File: src/rtl/pg_pkg.sv
// Shared state type and fault-code helpers for the protection supervisor.
// Assumes fault bits are indexed by their cause code (1..7).
package pg_pkg;
    typedef enum logic [1:0] {PS_OFF, PS_RUN, PS_HOLD} pstate_t;

    localparam int unsigned NCODE = 7;

    // Lowest-numbered asserted fault wins.
    function automatic logic [3:0] first_code(input logic [NCODE:1] f);
        logic [3:0] c;
        c = '0;
        for (int i = NCODE; i >= 1; i--) begin
            if (f[i]) c = 4'(i);
        end
        return c;
    endfunction
endpackage

File: src/rtl/pg_debounce.sv
// Persistence qualifier: qual rises after LIMIT consecutive sampled-high
// cycles and stays high while level stays high. Any low sample clears it.
// Assumes LIMIT >= 1.
module pg_debounce #(
    parameter int unsigned LIMIT = 16
) (
    input  logic clk,
    input  logic rst_n,
    input  logic level,
    output logic qual
);
    localparam int unsigned CW = $clog2(LIMIT + 1);
    localparam logic [CW-1:0] TOP = CW'(LIMIT);

    logic [CW-1:0] cnt;

    // Count consecutive high samples, saturating at TOP.
    always_ff @(posedge clk) begin
        if (!rst_n || !level) cnt <= '0;
        else if (cnt != TOP) cnt <= cnt + CW'(1);
    end

    assign qual = (cnt == TOP);
endmodule

File: src/rtl/pg_rt_guard.sv
// Two-level thermistor qualifier: a shallow excursion trips after SLOW
// cycles and a deep one after FAST cycles. Assumes hot implies warm.
module pg_rt_guard #(
    parameter int unsigned SLOW = 1250000,
    parameter int unsigned FAST = 13750
) (
    input  logic clk,
    input  logic rst_n,
    input  logic below_trip,
    input  logic below_deep,
    output logic trip
);
    logic slow_q, fast_q;

    pg_debounce #(.LIMIT(SLOW)) u_slow (.clk(clk), .rst_n(rst_n), .level(below_trip), .qual(slow_q));
    pg_debounce #(.LIMIT(FAST)) u_fast (.clk(clk), .rst_n(rst_n), .level(below_deep), .qual(fast_q));

    assign trip = slow_q | fast_q;
endmodule

File: src/rtl/pg_burst_ctrl.sv
// Light-load burst controller for the front stage. Entry and exit are
// debounced. Inside burst, the error voltage alternates between forced high
// and forced low, with the output-voltage comparators as the hysteresis band.
// Assumes run drops whenever switching is disallowed.
module pg_burst_ctrl #(
    parameter int unsigned T_IN  = 12500000,
    parameter int unsigned T_OUT = 25000
) (
    input  logic clk,
    input  logic rst_n,
    input  logic run,
    input  logic fb_low,
    input  logic fb_high,
    input  logic inv_at_ovp,
    input  logic inv_under_ref,
    output logic force_hi,
    output logic force_lo,
    output logic pfc_hold
);
    logic active, phase_lo;
    logic in_q, out_q;

    pg_debounce #(.LIMIT(T_IN))  u_enter (.clk(clk), .rst_n(rst_n),
        .level(fb_low && run && !active), .qual(in_q));
    pg_debounce #(.LIMIT(T_OUT)) u_leave (.clk(clk), .rst_n(rst_n),
        .level(fb_high && active), .qual(out_q));

    // Burst activity and high/low phase tracking.
    always_ff @(posedge clk) begin
        if (!rst_n || !run) begin
            active   <= 1'b0;
            phase_lo <= 1'b0;
        end else if (!active) begin
            if (in_q) begin
                active   <= 1'b1;
                phase_lo <= 1'b0;
            end
        end else if (out_q) begin
            active   <= 1'b0;
            phase_lo <= 1'b0;
        end else if (!phase_lo && inv_at_ovp) begin
            phase_lo <= 1'b1;
        end else if (phase_lo && inv_under_ref) begin
            phase_lo <= 1'b0;
        end
    end

    assign force_hi = active && !phase_lo;
    assign force_lo = active && phase_lo;
    assign pfc_hold = active && phase_lo;
endmodule

File: src/rtl/pg_sequencer.sv
// Power-state sequencer: off / running / hold. Latching faults (codes 1..5)
// move to hold, and hold is left only through a supply reset. Also tracks
// back-stage start permission, the brownout re-arm latch and the first-fault
// register. Assumes trip[] bits are already qualified.
module pg_sequencer
    import pg_pkg::*;
(
    input  logic             clk,
    input  logic             rst_n,
    input  logic             vdd_start,
    input  logic             vdd_run_ok,
    input  logic             vdd_alive,
    input  logic [NCODE:1]   trip,
    input  logic             line_rearm,
    input  logic             inv_ready,
    output logic             run,
    output logic             pwm_go,
    output logic [3:0]       cause
);
    pstate_t state;
    logic    bo_latch;
    logic    latch_trip;

    assign latch_trip = |trip[5:1];

    // State, start permission, brownout latch and first-fault capture.
    always_ff @(posedge clk) begin
        if (!rst_n) begin
            state    <= PS_OFF;
            bo_latch <= 1'b0;
            pwm_go   <= 1'b0;
            cause    <= '0;
        end else begin
            case (state)
                PS_OFF: begin
                    pwm_go <= 1'b0;
                    if (vdd_start && (!bo_latch || line_rearm)) begin
                        state    <= PS_RUN;
                        bo_latch <= 1'b0;
                        cause    <= '0;
                    end
                end
                PS_RUN: begin
                    if (cause == 4'd0 && |trip) cause <= first_code(trip);
                    if (!vdd_run_ok || latch_trip) begin
                        state  <= PS_HOLD;
                        pwm_go <= 1'b0;
                        if (trip[5]) bo_latch <= 1'b1;
                    end else if (inv_ready) begin
                        pwm_go <= 1'b1;
                    end
                end
                default: begin
                    pwm_go <= 1'b0;
                    if (!vdd_alive) state <= PS_OFF;
                end
            endcase
        end
    end

    assign run = (state == PS_RUN);
endmodule

File: src/rtl/pwr_guard_supervisor.sv
// Top of the protection and burst supervisor. Debounces the simple fault
// comparators with a generated bank of timers, then combines them with the
// thermistor guard, the burst controller and the sequencer. Assumes all
// comparator inputs are synchronous to clk.
module pwr_guard_supervisor
    import pg_pkg::*;
#(
    parameter int unsigned T_VDD_OVP   = 18750,
    parameter int unsigned T_INV_FLT   = 8750,
    parameter int unsigned T_LINE_LOW  = 12500000,
    parameter int unsigned T_FB_OLP    = 6250000,
    parameter int unsigned T_RT_SLOW   = 1250000,
    parameter int unsigned T_RT_FAST   = 13750,
    parameter int unsigned T_DET_OVP   = 18750,
    parameter int unsigned T_BURST_IN  = 12500000,
    parameter int unsigned T_BURST_OUT = 25000
) (
    input  logic       clk,
    input  logic       rst_n,
    input  logic       vdd_gt_start,
    input  logic       vdd_gt_stop,
    input  logic       vdd_gt_reset,
    input  logic       vdd_ovp_cmp,
    input  logic       inv_high_cmp,
    input  logic       inv_low_cmp,
    input  logic       inv_ready_cmp,
    input  logic       inv_collapse_cmp,
    input  logic       inv_under_ref_cmp,
    input  logic       line_low_cmp,
    input  logic       line_rearm_cmp,
    input  logic       fb_open_cmp,
    input  logic       fb_light_cmp,
    input  logic       fb_heavy_cmp,
    input  logic       det_ovp_cmp,
    input  logic       rt_warm_cmp,
    input  logic       rt_hot_cmp,
    output logic       pfc_enable,
    output logic       pwm_enable,
    output logic       comp_clamp,
    output logic       comp_force_hi,
    output logic       comp_force_lo,
    output logic [3:0] fault_cause
);
    localparam int unsigned NSIMPLE = 6;
    localparam int unsigned LIMS [NSIMPLE] = '{T_VDD_OVP, T_DET_OVP, T_FB_OLP,
                                               T_INV_FLT, T_INV_FLT, T_LINE_LOW};

    logic [NSIMPLE-1:0] raw, qual;
    logic [NCODE:1]     trip;
    logic               rt_trip, run, pwm_go, burst_hold;

    assign raw = {line_low_cmp, inv_low_cmp, inv_high_cmp,
                  fb_open_cmp, det_ovp_cmp, vdd_ovp_cmp};

    // One persistence timer per simple fault.
    for (genvar i = 0; i < NSIMPLE; i++) begin : g_deb
        pg_debounce #(.LIMIT(LIMS[i])) u_deb (
            .clk(clk), .rst_n(rst_n), .level(raw[i]), .qual(qual[i]));
    end

    pg_rt_guard #(.SLOW(T_RT_SLOW), .FAST(T_RT_FAST)) u_rt (
        .clk(clk), .rst_n(rst_n), .below_trip(rt_warm_cmp),
        .below_deep(rt_hot_cmp), .trip(rt_trip));

    // Fault vector indexed by cause code.
    always_comb begin
        trip    = '0;
        trip[1] = qual[0];
        trip[2] = qual[1];
        trip[3] = qual[2];
        trip[4] = rt_trip;
        trip[5] = qual[5] && inv_collapse_cmp;
        trip[6] = qual[3];
        trip[7] = qual[4];
    end

    pg_burst_ctrl #(.T_IN(T_BURST_IN), .T_OUT(T_BURST_OUT)) u_burst (
        .clk(clk), .rst_n(rst_n), .run(run), .fb_low(fb_light_cmp),
        .fb_high(fb_heavy_cmp), .inv_at_ovp(inv_high_cmp),
        .inv_under_ref(inv_under_ref_cmp), .force_hi(comp_force_hi),
        .force_lo(comp_force_lo), .pfc_hold(burst_hold));

    pg_sequencer u_seq (
        .clk(clk), .rst_n(rst_n), .vdd_start(vdd_gt_start),
        .vdd_run_ok(vdd_gt_stop), .vdd_alive(vdd_gt_reset), .trip(trip),
        .line_rearm(line_rearm_cmp), .inv_ready(inv_ready_cmp),
        .run(run), .pwm_go(pwm_go), .cause(fault_cause));

    assign pfc_enable = run && !trip[6] && !trip[7] && !burst_hold;
    assign pwm_enable = run && pwm_go;
    assign comp_clamp = run && qual[5];
endmodule

File: config.mk
export PLATFORM = sky130hd
export DESIGN_NAME = pwr_guard_supervisor
export DESIGN_NICKNAME = d
export VERILOG_FILES = /design/src/rtl/pg_pkg.sv /design/src/rtl/pg_debounce.sv /design/src/rtl/pg_rt_guard.sv /design/src/rtl/pg_burst_ctrl.sv /design/src/rtl/pg_sequencer.sv /design/src/rtl/pwr_guard_supervisor.sv
export SDC_FILE = /design/constraint.sdc
export NUM_CORES = 1
export LEC_CHECK = 0
export ABC_CLOCK_PERIOD_IN_PS = 2300
export BUFFER_PORTS_ARGS = -buffer_cell sky130_fd_sc_hd__buf_2
export CORE_ASPECT_RATIO = 0.75
export CORE_UTILIZATION = 50
export DETAILED_ROUTE_END_ITERATION = 12
export PLACE_DENSITY = 0.74
export SYNTH_ARGS = -nofsm -noshare
export SYNTH_HDL_FRONTEND = slang
export SYNTH_SLANG_ARGS = --single-unit
File: constraint.sdc
create_clock -name clk -period 2.3 [get_ports clk]
set_input_delay 0.115 -clock clk [delete_from_list [all_inputs] [get_ports clk]]
set_output_delay 0.115 -clock clk [all_outputs]
set_load 0.02 [all_outputs]
==> results.yml, run 1 <==
setup_path:
  critical_path.cell_chain: "inv_1, ha_1, nor4bb_1, nand3_1, nor4_1, buf_2"
  category_of_the_worst_setup_path_launch_point: "flop"
  maximum_net_fanout_on_the_critical_path: 4
  cell_family_with_the_largest_share_of_critical_path_delay: "simple AND/OR/NAND/NOR gates"
  path_buf_inv: 2
  cp_data_required_time_ns: 2.18
  cp_peak_stage_delay_ns: 0.38
  cp_slowest_cell: "nor4_1"
  cp.arrival_ns: 2.10
  classification_of_the_worst_setup_path: "reg -> out"
  critPathCaptureType: "primary output"
global_routing:
  grt_pass1_wl_um: 27500
  antenna_found_initial: 2
  grt_pass1_vias: 5988
  gr_overflow_total: 0
  pin_count_of_the_biggest_net_entering_global_routing: 25
  groute.usage.overall_pct: 19.2
yosys:
  post_synth.cell_area_avg_um2: 8.44
  main_synth_ff_type: "dfxtp_1"
  yosys_register_bits: 188
  netlist_instances: 1008
  synth_sequential_area_ratio_pct: 44.2
  nets_in_the_synthesized_netlist: 1047
  synth_top_cells_by_area: "dfxtp_1, xor2_1, nor2_1"
  synth_edf_count: 0
  yosysTopAreaCellShare_pct: 44.2
  synth_area_leader_cell: "dfxtp_1"
  mappedNetlistArea_mm2: 0.00851
  netlist-cell-type-count: 48
  synthArstFlopShare_pct: 0
  ys.warnings.count: 0
cts:
  clock_latency_ns: 0.42
  clk_pin_slew_ns: 0.07
  clockRootBuffer: "clkbuf_16"
  tritoncts: "done"
  clock_sink_count: 188
  htreeDepth: 4
  cts_post_setup_buffers_inserted: 0
  cts_inserted_buffers: 17
  cts_max_path_buffers: 2
timing:
  fin_crit_ns: 2.21
  min_period_over_period_pct: 96.2
  finClkSkew_ns: 0.00782
  hold_ws_ns: 0.0620
  max_clock_freq_mhz: 452
  setup_violations: 0
  tightestPinTransition_ns: 0.686
  finalHoldViolations: 0
  tns_ns: 0
  slew_viol_final: 0
  timing.max_slew.rel_slack_pct: 54.1
  postLayoutSetupSlackWorst_ns: 0.0885
detailed_routing:
  drtPass1Iterations: 5
  postRouteAntennaNets: 0
  via_count: 6721
  initialDrtViolationCount: 420
  drt-met1-wl_um: 8360
  topRoutingLayerUsed: "met4"
  met3RoutedLength_um: 607
  wl_per_cell_um: 12.5
  route.detailed.drc: 0
  post_detailed_routing_wire_length_um: 16000
  dr_wl_met2_um: 6790
  vias_per_cell: 5.27
layout:
  finish.net_count: 1089
  instances_no_fill: 1275
  layout.cells.most_common_list: "dfxtp_1, nor2_1, nand2_1"
  most_frequent_standard_cell_in_the_layout_excluding_fill_and_tap_cells: "dfxtp_1"
  post_route_cells_drive_above_1_share_pct: 8.18
  synthToLayoutAreaGrowth_pct: 12.1
power:
  cellLeakagePower_nw: 3.30
  power.ir.vdd_worst_mv: 0.354
  cellPowerDensity_mw_per_mm2: 653
floorplan:
  initial_core_util_pct: 52.2
  die-height_um: 115
  num_rows: 40
  floorplan.io_pins: 28
  die-area_mm2: 0.0176
  fp.dieW_um: 153
  fp.coreArea_mm2: 0.0163
outcome:
  outcome: "finished, final reports clean"
flow_run:
  max_cap_violations: 0
place:
  port_buffers: 26
  dp_cell_count: 1239
  routability_congestion_estimate: 0.803
  hpwlAfterDp_um: 11000
  place_ws_ns: 0.133
hold_path:
  hold_path.class: "in -> reg"
==> repair_timing <==
action | 4_1_cts | 5_1_grt
hold buffers | 2 | 0
hold endpoints to repair | 2 | 0
setup endpoints to repair | 0 | 6
gates resized for setup | 0 | 3
==> metal layers <==
layer	vias to the layer above	global-route usage (%)
li1	3515	-
met1	3100	26.1
met2	85	29.4
met3	21	5.47
met4	0	6.33
met5	-	0
==> state kept, by name (all words and copies together), names as in the netlist <==
| name | count |
|---|---|
| u_burst.active | 1 |
| u_burst.u_leave.cnt | 15 |
| u_burst.u_enter.cnt | 24 |
| g_deb.u_deb.cnt | 105 |
| u_rt.u_slow.cnt | 21 |
| u_seq.state | 2 |
| u_rt.u_fast.cnt | 14 |
| u_burst.phase_lo | 1 |
| u_seq.pwm_go | 1 |
| u_seq.bo_latch | 1 |
| u_seq.cause | 3 |
==> per-stage QoR <==
step	total power [mW]	area (um2)	util (%)
after global placement	3.51	8940	54.8
after floorplan	3.46	8510	-
final	6.23	9540	58.5
after detailed placement	3.51	8940	54.8
after CTS	6.30	9520	58.3
after global routing	6.46	9540	58.5
==> worst min-delay path, stage by stage <==
cell and delay, ns:
buf_2 0.08, nand2_1 0.04, a31oi_1 0.15, nor3_1 0.06
==> worst paths after layout <==
kind / from / endpoint / cells past startpoint / slack (ns)
setup / recovery: g_deb[5].u_deb.cnt[0] / comp_clamp / 6 / 0.09
hold / removal: inv_under_ref_cmp / u_burst.phase_lo / 4 / 0.06
setup reg to reg: g_deb[2].u_deb.cnt[0] / u_seq.cause[0] / 9 / 0.09
hold reg to reg: u_burst.u_enter.cnt[21] / u_burst.u_enter.cnt[21] / 2 / 0.48
==> cell families (layout without fill, tap and decap cells) <==
family,after synthesis,count (layout),synth area share (%)
flip-flops,188,188,44.2
AO/OA/AOI/OAI,80,80,5.19
buffers and inverters,49,104,2.25
multiplexers,5,5,0.617
other,1,3,0.0441
AND/OR/NAND/NOR,532,532,31.1
XOR/XNOR,133,133,13.7
adder cells (fa/ha/maj),20,20,2.94
==> synth_stat cells (2+ instances only) <==
master	n
nor3_2	2
nand4b_1	4
o21ai_0	26
nor3b_1	4
nor4_1	8
inv_1	26
clkbuf_1	17
mux2_2	2
xnor2_1	35
and3_1	31
nor4b_1	6
nor3_1	18
xor2_1	98
nand2b_1	4
ha_1	20
nor2b_1	5
a211oi_1	5
or4_1	4
a31oi_1	2
and2_1	9
o21ai_1	3
buf_2	2
a21oi_2	2
or3_1	25
nand2_1	102
nand3b_1	2
nand3_1	55
buf_1	2
a21oi_1	35
and4_1	10
mux2i_1	3
dfxtp_1	188
nor4bb_1	10
nor2_1	186
nand4_1	39
or2_2	4
a21boi_0	3
==> area by class of cell <==
class	instances	area [um2]
antenna	2	5.00
clock buffer	23	468
clock inverter	9	87.6
fill	1446	6780
inverter	27	103
multi-input combinational	771	4570
sequential	188	3760
tap	210	263
timing repair buffer	45	278
==> power breakdown <==
part | switching [mW] | internal [mW] | leakage, nW
logic | 0.0957 | 0.0538 | 1.51
registers | 0.0202 | 3.27 | 1.52
clock network | 1.23 | 1.56 | 0.277
Note: power is estimated with default switching activity, not from simulation.
==> inputs of run 2 (changes only) <==
--- a/config.mk
+++ b/config.mk
@@ -5,12 +5,13 @@
 export SDC_FILE = /design/constraint.sdc
 export NUM_CORES = 1
 export LEC_CHECK = 0
-export ABC_CLOCK_PERIOD_IN_PS = 2300
+export ABC_CLOCK_PERIOD_IN_PS = 1950
 export BUFFER_PORTS_ARGS = -buffer_cell sky130_fd_sc_hd__buf_2
 export CORE_ASPECT_RATIO = 0.75
 export CORE_UTILIZATION = 50
+export CTS_BUF_LIST = sky130_fd_sc_hd__clkbuf_4
 export DETAILED_ROUTE_END_ITERATION = 12
-export PLACE_DENSITY = 0.74
+export PLACE_DENSITY = 0.77
 export SYNTH_ARGS = -nofsm -noshare
 export SYNTH_HDL_FRONTEND = slang
 export SYNTH_SLANG_ARGS = --single-unit
==> constraint.sdc (replaced) <==
create_clock -name clk -period 1.95 [get_ports clk]
set_input_delay 0.0975 -clock clk [delete_from_list [all_inputs] [get_ports clk]]
set_output_delay 0.0975 -clock clk [all_outputs]
set_load 0.02 [all_outputs]
==> run 2 against run 1 <==
  * The flow now finishes with violations (setup timing)
  * Non-clock buffer count is 87 higher
  * Sequential share of layout area down 2.9 points
  * Utilization up 5.3 points
  * Die area unchanged
  * Via count grew 6.4%
  * Register-to-register slack worse by 0.13 ns
  * Sequential cell count unchanged
  * Global-route usage grew 2.4 points
  * Clock skew is 0.020 ns higher
  * Critical path type unchanged
  * Critical endpoint unchanged
  * Highest routed layer unchanged
==> results.yml, run 2 (synthesized netlist as in run 1, its figures left out) <==
power:
  total_power_mw: 6.58
  power.ir.vdd_worst_mv: 0.452
  cellLeakagePower_nw: 3.73
  cellPowerDensity_mw_per_mm2: 632
layout:
  post_route_cells_drive_above_1_share_pct: 21.0
  most_frequent_standard_cell_in_the_layout_excluding_fill_and_tap_cells: "nor2_1"
  max_reg_flops: 105
  finish.net_count: 1176
  final.fill_count: 1352
  antennaDiodeCount: 0
  final_instance_area_mm2: 0.0104
  largestRegisters: "g_deb.u_deb.cnt: 105 flops, u_burst.u_enter.cnt: 24 flops, u_rt.u_slow.cnt: 21 flops"
  registers.top_by_ff_count: "g_deb.u_deb.cnt"
  synthToLayoutAreaGrowth_pct: 22.2
  layout.cells.most_common_list: "nor2_1, dfxtp_1, nand2_1"
detailed_routing:
  route.detailed.drc: 0
  post_detailed_routing_wire_length_um: 18200
  vias_per_cell: 5.26
  drt-met1-wl_um: 9180
  met3RoutedLength_um: 723
  topRoutingLayerUsed: "met4"
  dr_wl_met2_um: 7980
  initialDrtViolationCount: 348
  postRouteAntennaNets: 0
  wl_per_cell_um: 13.4
  via_count: 7149
  drtPass1Iterations: 7
setup_path:
  cell_family_with_the_largest_share_of_critical_path_delay: "simple AND/OR/NAND/NOR gates"
  critPathCaptureType: "primary output"
  cp_data_required_time_ns: 1.85
  critical_path.cell_chain: "buf_6, nand4bb_4, or2_4, nor4_4, buf_4, buf_6"
  worst_r2r_endpoint: "u_seq.cause[1]"
  maximum_net_fanout_on_the_critical_path: 4
  worst-r2r-cell-count: 9
  classification_of_the_worst_setup_path: "reg -> out"
  critPathMostFrequentCell: "buf_6"
  path_buf_inv: 3
  regToRegStartpoint: "g_deb[2].u_deb.cnt[0]"
  cp_slowest_cell: "dfxtp_2"
  cp.arrival_ns: 2.05
  category_of_the_worst_setup_path_launch_point: "flop"
  r2r_slack_ns: -0.04
  cp_peak_stage_delay_ns: 0.36
global_routing:
  groute.usage.overall_pct: 21.6
  gr_overflow_total: 0
  grt_pass1_wl_um: 30900
  grt_pass1_vias: 6648
  antenna_found_initial: 0
  pin_count_of_the_biggest_net_entering_global_routing: 25
timing:
  setup_violations: 6
  finalHoldViolations: 0
  finClkSkew_ns: 0.0280
  min_period_over_period_pct: 110
  hold_ws_ns: 0.0522
  timing.max_slew.rel_slack_pct: 65.5
  tightestPinTransition_ns: 0.517
  postLayoutSetupSlackWorst_ns: -0.198
  slew_viol_final: 0
  tns_ns: -0.428
  fin_crit_ns: 2.15
  max_clock_freq_mhz: 465
  rsz0062_at_grt: "yes"
hold_path:
  worst_hold_path.endpoint: "u_burst.u_enter.cnt[20]"
  min-delay-start: "fb_light_cmp"
  hold_path.class: "in -> reg"
  worst_hold_path.num_cells: 4
floorplan:
  die-height_um: 115
  fp.dieW_um: 153
  fp.coreArea_mm2: 0.0163
  die-area_mm2: 0.0176
  num_rows: 40
  initial_core_util_pct: 52.2
  floorplan.io_pins: 28
outcome:
  violations: "setup timing"
  outcome: "finished with violations"
cts:
  cts_max_path_buffers: 2
  tritoncts: "done"
  cts_inserted_buffers: 17
  clk_pin_slew_ns: 0.16
  clock_sink_count: 188
  clockRootBuffer: "clkbuf_4"
  clock_latency_ns: 0.59
  htreeDepth: 4
place:
  placement.cell_area_mm2: 0.00943
  port_buffers: 26
  hpwlAfterDp_um: 12300
  place_ws_ns: -0.0446
  routability_congestion_estimate: 0.816
flow_run:
  max_cap_violations: 0
## run 2: cell types whose count changed in the layout (fill, tap and decap cells not counted), sizes merged
cell / delta
diode: -2
buf: +76
clkinvlp: +2
clkinv: -3
dlygate4sd3: +11
bufinv: +3
clkbuf: -6
inv: +4
## run 2: cell type report
class / count / area [um2] / share of cell area, %
repair buffers: 132 / 997 / 9.58
flip-flops and latches: 188 / 3800 / 36.5
clock buffers: 17 / 128 / 1.23
clock inverters: 15 / 208 / 2.00
inverters: 27 / 104 / 0.998
well taps: 210 / 263 / 2.53
multi-input cells: 771 / 4910 / 47.2
## run 2: worst reg2reg max path, cell delays in order (launching register included)
cell and delay (ns):
dfxtp_1 0.35, inv_1 0.07, ha_1 0.13, nor4bb_2 0.19
nand2_1 0.08, or4_4 0.47, nor4bb_4 0.19, a21oi_2 0.19
nor2_1 0.07, a21o_1 0.15
## run 2: power breakdown
part           internal, mW  total (mW)  switching [mW]
Clock                  1.04        2.44            1.40
Combinational         0.110       0.256           0.146
Sequential             3.86        3.88          0.0190
## run 2: what timing repair did
item	4_1_cts	5_1_grt
hold buffers	13	0
pin swaps	12	36
gates resized for setup	37	69
endpoints found under the setup margin	8	30
endpoints found under the hold margin	114	0
setup buffers	10	7
## run 2: layer usage
layer	vias to the layer above	GRT usage [%]
met2	100	34.1
met5	-	0
met3	30	5.84
met4	0	6.20
met1	3322	29.2
li1	3697	-
## run 2: worst max-delay path by stage
stage | slack [ns] | depth (start not counted) | startpoint | endpoint
2_1_floorplan | 0.005 | 9 | g_deb[1].u_deb.cnt[0] | g_deb[1].u_deb.cnt[9]
3_3_place_gp | -0.003 | 7 | g_deb[2].u_deb.cnt[6] | u_seq.cause[1]
3_5_place_dp | -0.04 | 9 | g_deb[2].u_deb.cnt[0] | u_seq.cause[1]
4_1_cts | -0.19 | 6 | g_deb[5].u_deb.cnt[6] | comp_clamp
5_1_grt | -0.29 | 7 | g_deb[3].u_deb.cnt[1] | pfc_enable
6_report | -0.20 | 6 | g_deb[5].u_deb.cnt[6] | comp_clamp
## run 2: per-stage QoR
step / cells / util (%)
final: 1360 / 63.8
after global routing: 1360 / 63.8
after CTS: 1356 / 62.0
after detailed placement: 1302 / 57.8
after global placement: 1302 / 57.8
after floorplan: 1008 / -
